File: src/rtl/txw_pkg.sv
package txw_pkg;
  typedef enum logic {
    ASM_IDLE  = 1'b0,
    ASM_ARMED = 1'b1
  } asm_state_t;
endpackage

File: src/rtl/txw_rst_sync.sv
module txw_rst_sync (
  input  logic clk,
  input  logic rst_n_in,
  output logic rst_n_out
);
  logic [1:0] sync_q;

  always_ff @(posedge clk or negedge rst_n_in) begin
    if (!rst_n_in) sync_q <= 2'b00;
    else           sync_q <= {sync_q[0], 1'b1};
  end

  assign rst_n_out = sync_q[1];
endmodule

File: src/rtl/txw_assembler.sv
module txw_assembler #(
  parameter int BUS_W  = 16,
  parameter int WORD_W = 31
) (
  input  logic              clk,
  input  logic              rst_n,
  input  logic [BUS_W-1:0]  bus_data,
  input  logic              lo_stb,
  input  logic              hi_stb,
  output logic              wr_req,
  output logic [WORD_W-1:0] wr_word,
  output logic              armed
);
  import txw_pkg::*;
  localparam int HI_W = WORD_W - BUS_W;

  asm_state_t state_q, state_d;
  logic [BUS_W-1:0] held_q;
  logic held_en;

  // next-state: a lone second-half strobe commits only when armed
  always_comb begin
    state_d = state_q;
    held_en = 1'b0;
    wr_req  = 1'b0;
    if (lo_stb) begin
      held_en = 1'b1;
      state_d = ASM_ARMED;
    end else if (hi_stb && state_q == ASM_ARMED) begin
      wr_req  = 1'b1;
      state_d = ASM_IDLE;
    end
  end

  always_ff @(posedge clk or negedge rst_n) begin
    if (!rst_n) state_q <= ASM_IDLE;
    else        state_q <= state_d;
  end

  always_ff @(posedge clk) begin
    if (held_en) held_q <= bus_data;
  end

  assign wr_word = {bus_data[HI_W-1:0], held_q};
  assign armed   = (state_q == ASM_ARMED);
endmodule

File: src/rtl/txw_occupancy.sv
module txw_occupancy #(
  parameter int DEPTH = 8,
  localparam int PTR_W = $clog2(DEPTH),
  localparam int CNT_W = $clog2(DEPTH + 1)
) (
  input  logic             clk,
  input  logic             rst_n,
  input  logic             wr_req,
  input  logic             rd_req,
  output logic             push_ok,
  output logic             full,
  output logic             empty,
  output logic [CNT_W-1:0] count,
  output logic [PTR_W-1:0] wptr,
  output logic [PTR_W-1:0] rptr
);
  logic [CNT_W-1:0] count_q, count_d;
  logic [PTR_W-1:0] wptr_q, wptr_d, rptr_q, rptr_d;
  logic pop_ok;

  function automatic logic [PTR_W-1:0] ptr_inc(input logic [PTR_W-1:0] p);
    if (p == PTR_W'(DEPTH - 1)) return '0;
    return p + 1'b1;
  endfunction

  assign full    = (count_q == CNT_W'(DEPTH));
  assign empty   = (count_q == '0);
  assign push_ok = wr_req && !full;
  assign pop_ok  = rd_req && !empty;

  always_comb begin
    count_d = count_q;
    wptr_d  = wptr_q;
    rptr_d  = rptr_q;
    if (push_ok) wptr_d = ptr_inc(wptr_q);
    if (pop_ok)  rptr_d = ptr_inc(rptr_q);
    case ({push_ok, pop_ok})
      2'b10:   count_d = count_q + 1'b1;
      2'b01:   count_d = count_q - 1'b1;
      default: count_d = count_q;
    endcase
  end

  always_ff @(posedge clk or negedge rst_n) begin
    if (!rst_n) begin
      count_q <= '0;
      wptr_q  <= '0;
      rptr_q  <= '0;
    end else begin
      count_q <= count_d;
      wptr_q  <= wptr_d;
      rptr_q  <= rptr_d;
    end
  end

  assign count = count_q;
  assign wptr  = wptr_q;
  assign rptr  = rptr_q;
endmodule

File: src/rtl/txw_store.sv
module txw_store #(
  parameter int WORD_W = 31,
  parameter int DEPTH  = 8,
  localparam int PTR_W = $clog2(DEPTH)
) (
  input  logic              clk,
  input  logic              we,
  input  logic [PTR_W-1:0]  waddr,
  input  logic [WORD_W-1:0] wdata,
  input  logic [PTR_W-1:0]  raddr,
  output logic [WORD_W-1:0] rdata
);
  logic [WORD_W-1:0] slot_q [DEPTH];
  logic [DEPTH-1:0]  slot_we;

  for (genvar g = 0; g < DEPTH; g++) begin : g_slot_en
    assign slot_we[g] = we && (waddr == PTR_W'(g));
  end

  always_ff @(posedge clk) begin
    for (int i = 0; i < DEPTH; i++) begin
      if (slot_we[i]) slot_q[i] <= wdata;
    end
  end

  assign rdata = slot_q[raddr];
endmodule

File: src/rtl/txw_fifo.sv
module txw_fifo #(
  parameter int BUS_W  = 16,
  parameter int WORD_W = 31,
  parameter int DEPTH  = 8
) (
  input  logic              clk,
  input  logic              rst_n,
  input  logic [BUS_W-1:0]  bus_data,
  input  logic              lo_stb,
  input  logic              hi_stb,
  input  logic              pop,
  output logic [WORD_W-1:0] pop_word,
  output logic              word_avail,
  output logic              tx_ready
);
  localparam int PTR_W = $clog2(DEPTH);
  localparam int CNT_W = $clog2(DEPTH + 1);

  logic              rst_ns;
  logic              wr_req, armed, push_ok, full, empty;
  logic [WORD_W-1:0] wr_word;
  logic [CNT_W-1:0]  count;
  logic [PTR_W-1:0]  wptr, rptr;

  txw_rst_sync u_rst (
    .clk       (clk),
    .rst_n_in  (rst_n),
    .rst_n_out (rst_ns)
  );

  txw_assembler #(.BUS_W(BUS_W), .WORD_W(WORD_W)) u_asm (
    .clk      (clk),
    .rst_n    (rst_ns),
    .bus_data (bus_data),
    .lo_stb   (lo_stb),
    .hi_stb   (hi_stb),
    .wr_req   (wr_req),
    .wr_word  (wr_word),
    .armed    (armed)
  );

  txw_occupancy #(.DEPTH(DEPTH)) u_occ (
    .clk     (clk),
    .rst_n   (rst_ns),
    .wr_req  (wr_req),
    .rd_req  (pop),
    .push_ok (push_ok),
    .full    (full),
    .empty   (empty),
    .count   (count),
    .wptr    (wptr),
    .rptr    (rptr)
  );

  txw_store #(.WORD_W(WORD_W), .DEPTH(DEPTH)) u_mem (
    .clk   (clk),
    .we    (push_ok),
    .waddr (wptr),
    .wdata (wr_word),
    .raddr (rptr),
    .rdata (pop_word)
  );

  assign tx_ready   = empty;
  assign word_avail = !empty;
endmodule

File: config.mk
export PLATFORM = sky130hd
export DESIGN_NAME = txw_fifo
export DESIGN_NICKNAME = d
export VERILOG_FILES = /design/src/rtl/txw_pkg.sv /design/src/rtl/txw_rst_sync.sv /design/src/rtl/txw_assembler.sv /design/src/rtl/txw_occupancy.sv /design/src/rtl/txw_store.sv /design/src/rtl/txw_fifo.sv
export SDC_FILE = /design/constraint.sdc
export NUM_CORES = 1
export LEC_CHECK = 0
export CAP_MARGIN = 20
export CORE_ASPECT_RATIO = 0.9
export CORE_MARGIN = 5
export CORE_UTILIZATION = 38
export DETAILED_ROUTE_END_ITERATION = 10
export PLACE_DENSITY_LB_ADDON = 0.25
export SYNTH_ARGS = -nofsm -noshare
export SYNTH_HDL_FRONTEND = slang
export SYNTH_SLANG_ARGS = --single-unit
File: constraint.sdc
create_clock -name clk -period 2.15 [get_ports clk]
set_clock_uncertainty 0.05 [all_clocks]
set_input_delay 0.645 -clock clk [delete_from_list [all_inputs] [get_ports clk]]
set_output_delay 0.645 -clock clk [all_outputs]
set_load 0.02 [all_outputs]
==> summary.txt, run 1 <==
Status: finished with violations
Failing checks: negative setup slack
Crit Path Class: reg2out
Synth top area share: 73.6%
HP Class: reg2async
# setup viols final: 34
Power Total: 17.9 mW
Critical Path Most Common Cell: buf_6
Fill count: 2235
Vias: 4894
Worst VDD drop: 0.000736 V
Crit path launch type: flop
DRT antenna net count: 0
Largest net degree at the start of global routing: 24
Sequence of cells on the critical path: buf_6 > buf_12 > mux4_2 > mux2_4 > buf_6
Crit-path max cell delay: 0.51 ns
Final wirelength: 21600 um
Share of layout cells above drive strength 1: 44.1%
CP Depth: 5
Area growth syn-to-layout: 26.2%
Post-synth top cells: 264 x edfxtp_1, 37 x mux4_1, 34 x mux2_2, 25 x mux4_2, 13 x dfrtp_1
Yosys warning count: 0
Routed WL per cell: 22.2 um
Placed cells: 901
Input/output buffers: 53
Crit path DAT: 2.24 ns
Top delay family on crit path: multiplexers
Mapped Nets: 489
Total negative slack: -23.65 ns
RR Startpoint: u_occ.count[0]$_DFFE_PN0P_
Vias per Instance: 5.05
FF-to-FF setup slack: -0.14 ns
First-pass GRT wire length: 33200 um
Clock Path Buffers: 3
Final hold vios: 0
Number of global-route vias before repair: 5370
Fin nets: 622
Top Ports: 54
Pre-antenna DRT Iters: 4
Area leader, netlist: edfxtp_1
RSZ-0062 raised after global routing: yes
Pwr dens: 1320 nW/um2
Mapped cell area: 10800 um2
CP max-delay cell: mux4_2
Reg clk slew, reported paths: 0.06 ns
R2r endpoint: u_occ.count[3]$_DFFE_PN0P_
Clk_lat worst skew: 0.54 ns
#FFs+latches synth: 277
Number of synthesized flops with an enable pin: 264
Worst-case reg-to-reg path depth: 8
Starting Density: 38.6%
Cell count after synthesis: 456
Origin of the worst setup path: u_occ.rptr[0]$_DFFE_PN0P_
Die width: 188 um
Core ar.: 27900 um2
Ranking of synthesized cells by area: edfxtp_1 74%, mux4_1 9.0%, mux4_2 5.2%
Max-cap violations: 0
H-tree Lvls: 1
Asr flop ratio synth: 4.69%
Post-Place Setup Slack: -0.723 ns
Row count: 58
Gr ovfl total: 0
Area of the die: 31800 um2
Worst path bufs/invs: 3
Most frequent cell after synthesis: edfxtp_1
Antenna cell count: 0
Synth cell types: 33
Remaining routing DRC violations: 0
Sink Count: 277
Final Instance Count excl. Fillers: 970
Root buf cell: clkbuf_16
CTS tree: yes
CTS Buf Count: 29
CP max FO: 7
Final worst slack: -0.787 ns
Sequential fraction of the synthesis area: 76.6%
Syn avg cell area: 23.6 um2
DP HPWL: 13100 um
Leakage: 4.65 nW
Fin crit period: 2.94 ns
Fin crit share: 137%
Setup crit end: pop_word[25]
WP data required: 1.45 ns
Critical path endpoint category: output port
Total GRT Usage: 13.7%
Placer Congestion: 0.731
Die Ht: 170 um
Fmax achieved: 340 MHz
Slew Limit Fails: 0
Antenna violations before repair: 0
Synth Flop Type: edfxtp_1
Initial DRC Count: 399
## registers in the layout (all words and copies together) (netlist names)
signal / count
u_rst.sync_q: 2
u_asm.armed: 1
u_mem.slot_q: 248
u_occ.wptr: 3
u_occ.count: 4
u_asm.held_q: 16
u_occ.rptr: 3
## area by class of cell
type	instances	area, um2	share of cell area, %
Clock buffer	32	737	5.42
Tap cell	360	450	3.31
Clock inverter	20	159	1.17
Timing Repair Buffer	122	1470	10.8
Sequential cell	277	8260	60.8
Multi-Input combinational cell	148	2470	18.1
Inverter	11	43.8	0.322
## timing repair
| action | 4_1_cts | 5_1_grt |
|---|---|---|
| gates resized for setup | 229 | 17 |
| gates cloned | 2 | 0 |
| buffers inserted | 13 | 2 |
| endpoints found under the setup margin | 34 | 36 |
| hold buffers | 0 | 0 |
| pin swaps | 8 | 5 |
## worst register-to-register path, stage by stage, from the launching register on
cell	delay (ns)
dfrtp_2	0.42
buf_6	0.14
o41ai_4	0.36
inv_2	0.09
ha_4	0.20
ha_4	0.22
or4b_4	0.50
o311ai_4	0.09
o211ai_1	0.11
## through the flow
stage	utilization [%]	hold slack [ns]	cell area (um2)
floorplan	-	0.0841	10900
global placement	44.2	0.162	12300
detailed placement	44.2	0.169	12300
CTS	48.4	0.168	13500
global route	48.7	0.185	13600
finish	48.7	0.149	13600
## layer usage
layer / wire (um) / vias to the layer above / global-route usage (%) / share of wire, %
met4: 360 / 0 / 3.16 / 1.7
met3: 1030 / 29 / 2.43 / 4.8
li1: - / 2171 / - / -
met1: 9480 / 2583 / 19.3 / 44
met2: 10700 / 111 / 22.6 / 50
met5: 0 / - / 0 / 0
## where the power goes
group	internal (mW)	leakage (nW)	total (mW)	switching (mW)
sequential	6.33	2.54	6.59	0.254
combinational	3.80	1.67	6.68	2.89
clock	2.70	0.437	4.68	1.97
## worst min-delay path by stage
stage | start | endpoint | cells past startpoint
after floorplan | u_rst.sync_q[1]$_DFF_PN0_ | u_asm.armed$_DFFE_PN0P_ | 0
after detailed placement | u_rst.sync_q[1]$_DFF_PN0_ | u_asm.armed$_DFFE_PN0P_ | 0
after CTS | u_rst.sync_q[1]$_DFF_PN0_ | u_occ.count[1]$_DFFE_PN0P_ | 0
after global routing | rst_n | u_rst.sync_q[0]$_DFF_PN0_ | 1
after global placement | u_rst.sync_q[1]$_DFF_PN0_ | u_asm.armed$_DFFE_PN0P_ | 0
final | u_rst.sync_q[1]$_DFF_PN0_ | u_occ.count[3]$_DFFE_PN0P_ | 0
## layout by cell type (no fill, tap or decap), types with 2 or more instances in the layout
master	synthesis	routed
ha_1	11	8
mux2_2	34	3
clkinv_2	0	6
mux4_2	25	61
nor3b_1	3	2
nand2b_1	3	3
bufinv_16	0	2
and3_2	0	5
buf_4	0	28
inv_1	11	8
ha_4	0	3
nand2_1	3	2
buf_8	0	6
clkinv_1	0	9
a21oi_2	0	2
dfrtp_2	0	6
dfrtp_1	13	6
buf_12	0	20
inv_2	0	2
buf_6	7	46
buf_16	0	2
clkinvlp_4	0	2
and2_2	0	2
clkbuf_16	0	29
mux2_4	0	31
mux2i_1	3	3
edfxtp_1	264	264
a21o_1	2	2
clkdlybuf4s50_1	0	20
clkbuf_1	3	3
## cell families (layout without fill, tap and decap cells)
kind of cell / count (synthesis) / count (layout) / synth area share, %
and+or+nand+nor: 23 / 23 / 1.27
buffers and inverters: 31 / 185 / 1.60
other: 1 / 1 / 0.0348
xor gates and xnor gates: 2 / 2 / 0.163
muxes: 99 / 99 / 18.1
adders and majority gates: 12 / 12 / 1.46
DFF: 277 / 277 / 76.6
AOI/OAI and AO/OA: 11 / 11 / 0.801
No activity file was read; power rests on OpenSTA's default activity.
==> run 2, diff against run 1 <==
- CORE_MARGIN: 5 -> 3
==> run 2 against run 1 <==
Against the previous run: the run still ends with negative setup slack left; core utilization rose by 0.50 points; worst setup slack got worse by 0.059 ns; non-clock buffer count fell by 2; critical path type unchanged; sequential power barely moved; flip-flop and latch count did not move; final area fell by 0.72%; critical endpoint is now pop_word[7]; clock-buffer cell count rose by 5; largest power group unchanged; first-iteration DRC count rose by 3.3%; wire length rose by 0.66%.
==> summary.txt, run 2 (synthesis results as in run 1) <==
Status: finished with violations
Failing checks: negative setup slack
# setup viols final: 33 (-2.9%)
Placer Congestion: 0.705 (-3.5%)
Antenna violations before repair: 0 (unchanged)
Max-cap violations: 0 (unchanged)
Fin nets: 619 (-0.48%)
RSZ-0062 raised after global routing: yes
Biggest register: u_mem.slot_q
Total GRT Usage: 14.5% (+0.79 points)
Clock Path Buffers: 3 (unchanged)
HP Class: reg2async
Pre-antenna DRT Iters: 4 (unchanged)
Top Ports: 54 (unchanged)
Final hold vios: 0 (unchanged)
CTS tree: yes
First-pass GRT wire length: 33300 um (+0.37%)
Critical path endpoint category: output port
Final worst slack: -0.846 ns (-0.0592 ns)
H-tree Lvls: 1 (unchanged)
Crit path DAT: 2.30 ns (+0.06 ns)
Fin crit share: 139% (+2.8 points)
CP max-delay cell: dfrtp_4
Post-Place Setup Slack: -0.752 ns (-0.0292 ns)
Top delay family on crit path: multiplexers
Gr ovfl total: 0 (unchanged)
Pwr dens: 1310 nW/um2 (-0.69%)
Crit Path Class: reg2out
Crit-path max cell delay: 0.52 ns (about the same)
Slew Limit Fails: 0 (unchanged)
Finished Core Util: 49.2% (+0.50 points)
Vias per Instance: 5.11 (+1.2%)
CTS Buf Count: 28 (-3.4%)
Vias: 4902 (+0.16%)
Worst path bufs/invs: 4 (+1)
Slew headroom: 63.1%
Most common cell after layout, fill and taps aside: edfxtp_1
WP data required: 1.45 ns (about the same)
Sequence of cells on the critical path: buf_12 > buf_16 > buf_12 > mux4_2 > mux2_4 > buf_6
DRT antenna net count: 0 (unchanged)
Routed WL per cell: 22.6 um (+1.7%)
Origin of the worst setup path: u_occ.rptr[0]$_DFFE_PN0P_
Share of layout cells above drive strength 1: 42.7% (-1.4 points)
Crit path launch type: flop
Root buf cell: clkbuf_16
Clk_lat worst skew: 0.55 ns (about the same)
Actual slew at the worst max-slew pin: 0.554 ns
Max reg flops: 248 (unchanged)
Core ar.: 27500 um2 (-1.7%)
Antenna cell count: 0 (unchanged)
Number of hold buffers added after cts: 0 (unchanged)
Die Ht: 166 um (-2.4%)
Die width: 184 um (-2.1%)
Number of global-route vias before repair: 5477 (+2.0%)
Row count: 57 (-1.7%)
Reg clk slew, reported paths: 0.06 ns (about the same)
Input/output buffers: 53 (unchanged)
Total negative slack: -24.60 ns (-0.957 ns)
Power Total: 17.7 mW (-1.4%)
Leakage: 4.61 nW (-0.71%)
Critical Path Most Common Cell: buf_12
Area of the die: 30400 um2 (-4.4%)
RR Startpoint: u_occ.count[3]$_DFFE_PN0P_
Area growth syn-to-layout: 25.3%
Final wirelength: 21700 um (+0.66%)
Fmax achieved: 334 MHz (-2.0%)
Sink Count: 277 (unchanged)
Worst VDD drop: 0.000669 V (-9.2%)
Most frequent cells in the layout: 264 x edfxtp_1, 61 x mux4_2, 32 x buf_4
DP HPWL: 12900 um (-1.3%)
Fin crit period: 3.00 ns (+0.0592 ns)
Starting Density: 39.2% (+0.68 points)
Initial DRC Count: 412 (+3.3%)
Remaining routing DRC violations: 0 (unchanged)
CP max FO: 4 (-3)
Largest net degree at the start of global routing: 25 (+4.2%)
-- run 2: cell count changes in the layout (fill, tap and decap cells not counted), sizes merged --
cell,delta
clkinvlp,-1
clkbuf,+6
dlygate4sd2,+1
bufinv,-1
inv,-1
clkdlybuf4s50,-1
clkinv,-4
buf,-3
-- run 2: worst register-to-register path, cell delays in order (launching register included) --
cell and delay, ns:
dfrtp_2 0.41, buf_6 0.13, o41ai_4 0.33, inv_2 0.09
ha_4 0.19, ha_4 0.22, or4b_4 0.48, o311ai_2 0.08
o211ai_1 0.12
-- run 2: worst paths after layout --
check	to	slack (ns)	cells after the start
setup / recovery	pop_word[7]	-0.85	6
hold / removal	u_occ.wptr[1]$_DFFE_PN0P_	0.16	0
setup reg to reg	u_occ.count[3]$_DFFE_PN0P_	-0.08	8
hold reg to reg	u_occ.wptr[1]$_DFFE_PN0P_	0.16	0
max in group asynchronous	u_occ.rptr[0]$_DFFE_PN0P_	1.48	0
min in group clk	u_rst.sync_q[1]$_DFF_PN0_	0.30	0
-- run 2: power breakdown --
| part | internal (mW) | total, mW | switching [mW] |
|---|---|---|---|
| clock network | 2.52 | 4.43 | 1.91 |
| registers | 6.33 | 6.59 | 0.257 |
| logic | 3.78 | 6.67 | 2.89 |
-- run 2: cell type report --
cell class                 count  area, um2
clock buffer                  37        734
clock inverter                13        111
fill                        2182      14000
inverter                      11       41.3
multi-input combinational    148       2440
sequential                   277       8260
tap                          354        443
timing repair buffer         120       1460
-- run 2: stage by stage --
stage | std cells | hold slack, ns | area, um2
floorplan | 456 | 0.0841 | 10900
global placement | 889 | 0.180 | 12300
detailed placement | 889 | 0.192 | 12300
CTS | 957 | 0.177 | 13400
global route | 960 | 0.203 | 13500
finish | 960 | 0.161 | 13500
-- run 2: timing repair --
action                                 in CTS  in global routing
cloned                                      4                  1
pin swaps                                  10                  1
endpoints found under the hold margin       0                  0
setup buffers                              14                  3
resized for setup                         206                  6
setup endpoints to repair                  34                 35
-- run 2: routing by layer --
layer  wire, um  global-route usage [%]  vias to the layer above
met5          0                       0                        -
met4        505                    3.64                        0
met3       1020                    2.26                       36
met2      11100                    24.5                      110
met1       9050                    19.7                     2593
li1           -                       -                     2163
==> run 3, diff against run 2 <==
- SLEW_MARGIN: default -> 0
==> results of run 3 <==
The final DEF is identical to that of run 2; final timing and power are the same.
